$ cat config.mk
export PLATFORM = sky130hd
export DESIGN_NAME = rxto_irq_prio
export DESIGN_NICKNAME = d
export VERILOG_FILES = /design/src/rtl/rxto_pkg.sv /design/src/rtl/rxto_datapath.sv /design/src/rtl/rxto_control.sv /design/src/rtl/rxto_irq_prio.sv
export SDC_FILE = /design/constraint.sdc
export NUM_CORES = 1
export LEC_CHECK = 0
export ABC_CLOCK_PERIOD_IN_PS = 2500
export CAP_MARGIN = 30
export CORE_ASPECT_RATIO = 0.7
export CORE_MARGIN = 3
export CORE_UTILIZATION = 44
export DETAILED_ROUTE_END_ITERATION = 16
export GPL_TIMING_DRIVEN = 0
export PLACE_DENSITY = 0.78
export SYNTH_ARGS = -nofsm -noshare
export SYNTH_HDL_FRONTEND = slang
export SYNTH_SLANG_ARGS = --single-unit
$ cat constraint.sdc
create_clock -name clk -period 2.5 [get_ports clk]
set_input_delay 0.5 -clock clk [delete_from_list [all_inputs] [get_ports clk]]
set_output_delay 0.5 -clock clk [all_outputs]
set_load 0.01 [all_outputs]
$ cat src/rtl/rxto_pkg.sv
package rxto_pkg;

  typedef enum logic [2:0] {
    ID_NONE    = 3'd0,
    ID_LINE    = 3'd1,
    ID_RXDATA  = 3'd2,
    ID_RXTMO   = 3'd3,
    ID_TXEMPTY = 3'd4,
    ID_MODEM   = 3'd5
  } intId_e;

  // enable bit positions
  localparam int EN_RX = 0;
  localparam int EN_TX = 1;
  localparam int EN_LS = 2;
  localparam int EN_MS = 3;

  typedef struct packed {
    logic restartTo;
    logic clearTo;
    logic setTx;
    logic clrTx;
  } ctrlStrobe_t;

endpackage

$ cat src/rtl/rxto_datapath.sv
module rxto_datapath
  import rxto_pkg::*;
#(
  parameter int FIFO_CNT_W = 5,
  parameter int TMO_TICKS  = 640
) (
  input  logic                  clk,
  input  logic                  rstN,
  input  logic                  sampleTick,
  input  logic [FIFO_CNT_W-1:0] fifoCount,
  input  logic [FIFO_CNT_W-1:0] trigLevel,
  input  ctrlStrobe_t           stb,
  output logic                  rxDataPend,
  output logic                  toFlag,
  output logic                  txPend
);

  localparam int TMO_W = (TMO_TICKS > 2) ? $clog2(TMO_TICKS) : 1;
  localparam logic [TMO_W-1:0] TMO_LAST = TMO_W'(TMO_TICKS - 1);

  logic [TMO_W-1:0] tmoCnt;
  logic             fifoEmpty;
  logic             tmoHit;

  assign fifoEmpty  = (fifoCount == '0);
  assign rxDataPend = !fifoEmpty && (fifoCount >= trigLevel);
  assign tmoHit     = sampleTick && !toFlag && !stb.restartTo && (tmoCnt == TMO_LAST);

  // character-time timeout
  always_ff @(posedge clk) begin
    if (!rstN) begin
      tmoCnt <= '0;
      toFlag <= 1'b0;
    end else begin
      if (stb.clearTo || fifoEmpty) begin
        toFlag <= 1'b0;
      end else if (tmoHit) begin
        toFlag <= 1'b1;
      end

      if (stb.restartTo || fifoEmpty || toFlag) begin
        tmoCnt <= '0;
      end else if (sampleTick) begin
        tmoCnt <= (tmoCnt == TMO_LAST) ? '0 : tmoCnt + TMO_W'(1);
      end
    end
  end

  // sticky transmit-empty event, pending out of reset
  always_ff @(posedge clk) begin
    if (!rstN) begin
      txPend <= 1'b1;
    end else if (stb.clrTx) begin
      txPend <= 1'b0;
    end else if (stb.setTx) begin
      txPend <= 1'b1;
    end
  end


  to_empty_clr_chk: assert property (@(posedge clk) disable iff (!rstN)
    (fifoCount == '0) |=> !toFlag);


  to_stop_clr_chk: assert property (@(posedge clk) disable iff (!rstN)
    stb.clearTo |=> !toFlag);


  to_tick_rise_chk: assert property (@(posedge clk) disable iff (!rstN)
    $rose(toFlag) |-> $past(sampleTick));


  tx_clr_chk: assert property (@(posedge clk) disable iff (!rstN)
    stb.clrTx |=> !txPend);

endmodule

$ cat src/rtl/rxto_control.sv
module rxto_control
  import rxto_pkg::*;
(
  input  logic        clk,
  input  logic        rstN,
  input  logic        stopCenter,
  input  logic        rhrRead,
  input  logic        thrEmpty,
  input  logic        thrWrite,
  input  logic        iirRead,
  input  logic [3:0]  ierEn,
  input  logic        lineStatusPend,
  input  logic        modemStatusPend,
  input  logic        rxDataPend,
  input  logic        toFlag,
  input  logic        txPend,
  output ctrlStrobe_t stb,
  output logic        irq,
  output logic [2:0]  intId
);

  logic   thrEmptyQ;
  logic   txEnQ;
  logic   lsAct, rxAct, txAct, msAct;
  intId_e curId;

  always_ff @(posedge clk) begin
    if (!rstN) begin
      thrEmptyQ <= 1'b1;
      txEnQ     <= 1'b0;
    end else begin
      thrEmptyQ <= thrEmpty;
      txEnQ     <= ierEn[EN_TX];
    end
  end

  assign lsAct = lineStatusPend  && ierEn[EN_LS];
  assign rxAct = (rxDataPend || toFlag) && ierEn[EN_RX];
  assign txAct = txPend          && ierEn[EN_TX];
  assign msAct = modemStatusPend && ierEn[EN_MS];

  always_comb begin
    if (lsAct)             curId = ID_LINE;
    else if (rxAct)        curId = rxDataPend ? ID_RXDATA : ID_RXTMO;
    else if (txAct)        curId = ID_TXEMPTY;
    else if (msAct)        curId = ID_MODEM;
    else                   curId = ID_NONE;
  end

  always_comb begin
    stb.restartTo = stopCenter || rhrRead;
    stb.clearTo   = stopCenter;
    stb.setTx     = thrEmpty && (!thrEmptyQ || (ierEn[EN_TX] && !txEnQ));
    stb.clrTx     = thrWrite || (iirRead && (curId == ID_TXEMPTY));
  end

  assign intId = curId;
  assign irq   = (curId != ID_NONE);


  line_top_chk: assert property (@(posedge clk) disable iff (!rstN)
    (lineStatusPend && ierEn[EN_LS]) |-> (intId == ID_LINE));


  mask_off_chk: assert property (@(posedge clk) disable iff (!rstN)
    (ierEn == 4'b0000) |-> !irq);


  rx_share_chk: assert property (@(posedge clk) disable iff (!rstN)
    (rxDataPend && ierEn[EN_RX] && !lsAct) |-> (intId == ID_RXDATA));

endmodule

$ cat src/rtl/rxto_irq_prio.sv
module rxto_irq_prio
  import rxto_pkg::*;
#(
  parameter int FIFO_CNT_W    = 5,
  parameter int TICKS_PER_BIT = 16,
  parameter int BITS_PER_CHAR = 10,
  parameter int TIMEOUT_CHARS = 4
) (
  input  logic                  clk,
  input  logic                  rstN,
  input  logic                  sampleTick,
  input  logic                  stopCenter,
  input  logic                  rhrRead,
  input  logic [FIFO_CNT_W-1:0] fifoCount,
  input  logic [FIFO_CNT_W-1:0] trigLevel,
  input  logic                  thrEmpty,
  input  logic                  thrWrite,
  input  logic                  iirRead,
  input  logic [3:0]            ierEn,
  input  logic                  lineStatusPend,
  input  logic                  modemStatusPend,
  output logic                  irq,
  output logic [2:0]            intId
);

  localparam int TMO_TICKS = TICKS_PER_BIT * BITS_PER_CHAR * TIMEOUT_CHARS;

  ctrlStrobe_t stb;
  logic        rxDataPend;
  logic        toFlag;
  logic        txPend;

  rxto_datapath #(
    .FIFO_CNT_W (FIFO_CNT_W),
    .TMO_TICKS  (TMO_TICKS)
  ) u_dp (
    .clk        (clk),
    .rstN       (rstN),
    .sampleTick (sampleTick),
    .fifoCount  (fifoCount),
    .trigLevel  (trigLevel),
    .stb        (stb),
    .rxDataPend (rxDataPend),
    .toFlag     (toFlag),
    .txPend     (txPend)
  );

  rxto_control u_ctl (
    .clk             (clk),
    .rstN            (rstN),
    .stopCenter      (stopCenter),
    .rhrRead         (rhrRead),
    .thrEmpty        (thrEmpty),
    .thrWrite        (thrWrite),
    .iirRead         (iirRead),
    .ierEn           (ierEn),
    .lineStatusPend  (lineStatusPend),
    .modemStatusPend (modemStatusPend),
    .rxDataPend      (rxDataPend),
    .toFlag          (toFlag),
    .txPend          (txPend),
    .stb             (stb),
    .irq             (irq),
    .intId           (intId)
  );

endmodule

# After elaboration in Yosys (flattened, before gate mapping)
# Index checks and enable logic that the tools add are counted.
[totals]
n_memories = 0
in_bits = 24
latchBits = 0
rom_bits = 0
word_cells = 46
register_bits = 14
ram_bits = 0
out_inout_bits = 4
[op_classes]
n_mul = 0
shifts = 0
div = 0
addsub = 1
order_cmp = 1
mux = 8
reduce_logical = 28
eq_ne = 2
n_bitwise = 1
[op_table]
columns = ["op", "n"]
rows = [
  ["2-to-1 mux 3 bit", 4],
  ["logical AND 1 bit", 11],
  ["adder 10 x 1 -> 10 bit (second input constant)", 1],
  ["equality test 10 bit (second input constant)", 1],
  ["2-to-1 mux 10 bit", 1],
  ["logical OR 1 bit", 7],
  ["greater-or-equal comparator 5 bit", 1],
  ["zero test 1 bit", 5],
  ["zero test 5 bit", 1],
  ["OR reduction 2 bit", 2],
  ["equality test 3 bit (second input constant)", 1],
  ["2-to-1 mux 1 bit", 3],
  ["nonzero test 3 bit", 1],
  ["nonzero test 2 bit", 1],
  ["inverter 1 bit", 1],
]

# Logic depth before layout (Yosys ltp)
[depth]
depth_word = 11
ltp_mapped = 6
mapped_depth_nobuf = 6

# Cells and area by module
# A second synthesis with hierarchy kept.
[unflattened]
hier_cells = 92
area_unflattened_um2 = 825.8
[modules_own_cells]
columns = ["module", "area_each_um2", "cells_per_inst", "seq_area_each_um2", "n_inst"]
rows = [
  ["rxto_datapath", 669.4, 74, 240.2, 1],
  ["rxto_control", 156.4, 18, 40.0, 1],
]

# Least setup slack after synthesis
# OpenSTA, ideal clock, no wires.
[synth_timing]
kind = "in2out"
from = "input fifoCount[0]"
to = "output intId[0]"
setup_slack_ps = 232
arrival_ps = 1768
path_stages = 6
path_buffers = 0
required_ps = 2000
path_cell_list = "inv_1 -> ha_1 -> nand2b_1 -> a311o_1 -> and3_2 -> o21ai_0"
[synth_via]
elab_chain_cells = 7
elab_cells_between_ends = 9
classes_between = "order compare: 1; mux: 3; reduce/logical: 5"
[synth_lines]
columns = ["item", "line", "source"]
rows = [
  ["start: declaration", "rxto_irq_prio.sv:14", "input logic [FIFO_CNT_W-1:0] fifoCount,"],
  ["parallel branches: the longest is 2 deep, another holds greater-or-equal comparator 5 bit", "-", ""],
  ["logical AND 1 bit (*)", "rxto_datapath.sv:26", "assign rxDataPend = !fifoEmpty && (fifoCount >= trigLevel);"],
  ["logical OR 1 bit", "rxto_control.sv:38", "assign rxAct = (rxDataPend || toFlag) && ierEn[EN_RX];"],
  ["logical AND 1 bit", "rxto_control.sv:38", ""],
  ["2-to-1 mux 3 bit (*)", "rxto_control.sv:44", "else if (rxAct) curId = rxDataPend ? ID_RXDATA : ID_RXTMO;"],
  ["2-to-1 mux 3 bit (*)", "rxto_control.sv:43", "if (lsAct) curId = ID_LINE;"],
  ["end: declaration", "rxto_irq_prio.sv:23", "output logic [2:0] intId"],
]
# Every way passes the cells marked *.

# Worst setup path in the final report
[layout_timing]
from = "input fifoCount[0]"
to = "output intId[2]"
[layout_via]
elab_chain_cells = 7
elab_cells_between_ends = 8
classes_between = "order compare: 1; mux: 2; reduce/logical: 5"
[layout_lines]
columns = ["item", "line"]
rows = [
  ["parallel branches: the longest is 2 deep, another holds greater-or-equal comparator 5 bit", "-"],
  ["logical AND 1 bit (*)", "rxto_datapath.sv:26"],
  ["logical OR 1 bit (*)", "rxto_control.sv:38"],
  ["logical AND 1 bit (*)", "rxto_control.sv:38"],
  ["2-to-1 mux 3 bit (*)", "rxto_control.sv:44"],
  ["2-to-1 mux 3 bit (*)", "rxto_control.sv:43"],
]
# Marks and branches as above.

==> impl_metrics.env <==
export IMPL_hold_path_class="reg2reg"
export IMPL_netlist_area_um2=836
export IMPL_clk_latency_ns=0.28
export IMPL_post_synth_cell_area_avg_um2=8.44
export IMPL_grt_remaining_overflow=0
export IMPL_clock_skew_final_ns=0.00635
export IMPL_start_kind="input port"
export IMPL_path_cells="buf_6 > or4_4 > o22a_1 > a21o_1 > a221oi_2 > buf_2"
export IMPL_synthesis_nets=129
export IMPL_placeable_core_region_um2=1680
export IMPL_first_pass_iteration_count_of_the_detailed_router=4
export IMPL_i_o_pin_total=28
export IMPL_fmax_mhz=409
export IMPL_dr_total_vias=810
export IMPL_remaining_drc_errors=0
export IMPL_dominant_synthesized_flop_cell="sky130_fd_sc_hd__dfxtp_1"
export IMPL_timing_critical_path_arrival_ns=1.95
export IMPL_utilization=0.702
export IMPL_critPathKind="in2out"
export IMPL_postLayoutCellArea_um2=1180
export IMPL_yosys_area_top_type_share=0.335
export IMPL_path_clk_slew_ns=0.09
export IMPL_maximum_number_of_pins_on_one_net_before_global_route_repair=9
export IMPL_antenna_violations_before_repair=0
export IMPL_cell_family_with_the_largest_share_of_critical_path_delay="compound AO/OA/AOI/OAI gates"
export IMPL_gp_congestion=0.782
export IMPL_global_route_wire_length_before_repair_um=3200
export IMPL_period_needed_ns=2.45
export IMPL_setup_violations_final=0
export IMPL_final_instance_count_excl_fillers=152
export IMPL_detailedRoute_firstIterationViolations=9
export IMPL_synth_ff_latch_count=14
export IMPL_rsz0062_at_grt="true"
export IMPL_place_area_um2=1130
export IMPL_fin_setup_tns_ns=0
export IMPL_cap_violations=0
export IMPL_clock_tree_root="sky130_fd_sc_hd__clkbuf_4"
export IMPL_seq_area_frac_synth=0.335
export IMPL_run_status="finished clean"
export IMPL_die_area_um2=2470
export IMPL_htree_levels=1
export IMPL_worst_ep_required_time_ns=2.00
export IMPL_post_drt_via_cell_ratio=5.33
export IMPL_hpwl_um=1520
export IMPL_final_hold_violating_endpoints=0
export IMPL_placement_io_buffers=27
export IMPL_most_common_layout_cells="14 x sky130_fd_sc_hd__nor2_1, 14 x sky130_fd_sc_hd__dfxtp_1, 13 x sky130_fd_sc_hd__clkdlybuf4s50_1"
export IMPL_cp_end_kind="output port"
export IMPL_routed_wl_um=1920
export IMPL_worst_path_buf_inv=2
export IMPL_slew_violations=0
export IMPL_num_fill_cells=136
export IMPL_post_synth_top_area_cell="sky130_fd_sc_hd__dfxtp_1"
export IMPL_final_antenna_net_count=0
export IMPL_cts_buffers_inserted=3
export IMPL_height_of_the_chip_um=42.5
export IMPL_cellLeakagePower_nw=0.494
export IMPL_clock_tree_from_tritoncts="done"
export IMPL_final_period_utilization=0.978
export IMPL_route_detailed_wl_per_inst_um=12.7
export IMPL_whs_ns=0.534
export IMPL_synth_lib_cells_used_distinct=33
export IMPL_place_ws_ns=-0.837
export IMPL_asyncSetResetFlopFracSynth=0
export IMPL_p_per_area_nw_per_um2=428
export IMPL_post_route_cells_drive_above_1_share=0.229
export IMPL_diodes=0
export IMPL_clock_tree_buffer_depth=2
export IMPL_power_ir_vdd_worst_uv=542
export IMPL_post_layout_power_mw=0.506
export IMPL_number_of_global_route_vias_before_repair=797
export IMPL_final_critical_path_setup_slack_ns=0.0542
export IMPL_start_util=0.497
export IMPL_design_final_nets=162
export IMPL_synth_edff_count=0
export IMPL_synth_warnings=0
export IMPL_actual_slew_at_the_worst_max_slew_pin_ns=0.325
export IMPL_gr_usage_all_layers=0.170
export IMPL_std_cell_rows=12
export IMPL_gate_count_after_technology_mapping=99
export IMPL_worst_slew_margin_rel=0.783
export IMPL_synth_top_cells_by_area="sky130_fd_sc_hd__dfxtp_1 34%, sky130_fd_sc_hd__ha_1 9.0%, sky130_fd_sc_hd__nor2_1 6.3%"
export IMPL_path_max_fanout=4
export IMPL_max_stage_delay_ns=0.53
export IMPL_cts_hold_fix_buffers=0
export IMPL_syn2layout_area_growth_pct=41.3
export IMPL_dp_cells=147
export IMPL_die_width_um=58.1
export IMPL_clkSinkCount=14
export IMPL_critical_path_slowest_cell="sky130_fd_sc_hd__or4_4"
==> final cells by class <==
cell class	instances	area [µm²]	area share
clock buffers	4	36.3	0.0307
flip-flops and latches	14	280	0.237
repair buffers	28	235	0.199
inverters	10	37.5	0.0318
well taps	21	26.3	0.0222
multi-input cells	75	566	0.479
==> repair_timing <==
| item | CTS | global route |
|---|---|---|
| resized for setup | 53 | 7 |
| endpoints found under the setup margin | 4 | 2 |
| buffers inserted | 1 | 0 |
| pin swaps | 10 | 8 |
==> report_power, final <==
part	switching, mW	total, mW	leakage (nW)	internal [mW]
Clock	0.0747	0.163	0.0210	0.0886
Sequential	0.00276	0.230	0.114	0.227
Combinational	0.0480	0.113	0.359	0.0647
Total	0.126	0.506	0.494	0.380
==> cells by family after synthesis <==
logic type	count (synthesis)	synth area share
AO/OA/AOI/OAI	19	0.172
XOR/XNOR	9	0.0943
adder cells (fa/ha/maj)	6	0.0898
buffers and inverters	10	0.0449
flip-flops	14	0.335
multiplexers	1	0.0120
AND/OR/NAND/NOR	40	0.252
==> state kept, by name, summed over array words and instances, names as in the netlist <==
name / count
u_ctl.txEnQ: 1
u_dp.toFlag: 1
u_dp.tmoCnt: 10
u_ctl.thrEmptyQ: 1
u_dp.txPend: 1
==> final timing paths <==
check	startpoint	cells past startpoint	slack, ns	end
setup / recovery	fifoCount[0]	6	0.05	intId[2]
hold reg to reg	u_dp.tmoCnt[9]	2	0.53	u_dp.tmoCnt[9]
hold / removal	u_dp.tmoCnt[9]	2	0.53	u_dp.tmoCnt[9]
setup reg to reg	u_dp.tmoCnt[0]	5	1.07	u_dp.tmoCnt[2]
==> cells in the mapped netlist (2+ instances only) <==
library cell,n
sky130_fd_sc_hd__xor2_1,5
sky130_fd_sc_hd__dfxtp_1,14
sky130_fd_sc_hd__inv_1,10
sky130_fd_sc_hd__nor2_1,14
sky130_fd_sc_hd__nand4_1,5
sky130_fd_sc_hd__nor3_1,2
sky130_fd_sc_hd__o21ai_0,3
sky130_fd_sc_hd__and2_1,2
sky130_fd_sc_hd__nand2_1,6
sky130_fd_sc_hd__a21o_1,3
sky130_fd_sc_hd__nand2b_1,3
sky130_fd_sc_hd__a21oi_1,3
sky130_fd_sc_hd__xnor2_1,4
sky130_fd_sc_hd__ha_1,6
==> worst register-to-register path, stage by stage, from the launching register on <==
cell	delay, ns
sky130_fd_sc_hd__dfxtp_1	0.38
sky130_fd_sc_hd__ha_1	0.18
sky130_fd_sc_hd__and3_1	0.25
sky130_fd_sc_hd__nand4_1	0.16
sky130_fd_sc_hd__nand2b_1	0.26
sky130_fd_sc_hd__nor2_1	0.10
==> metal layers <==
| metal | track usage | vias to the layer above | routed length [µm] |
|---|---|---|---|
| li1 | - | 417 | - |
| met1 | 0.199 | 372 | 874 |
| met2 | 0.273 | 16 | 921 |
| met3 | 0.0708 | 5 | 97 |
| met4 | 0.0694 | 0 | 29 |
| met5 | 0 | - | 0 |
Power figures use the tool's default switching activity.
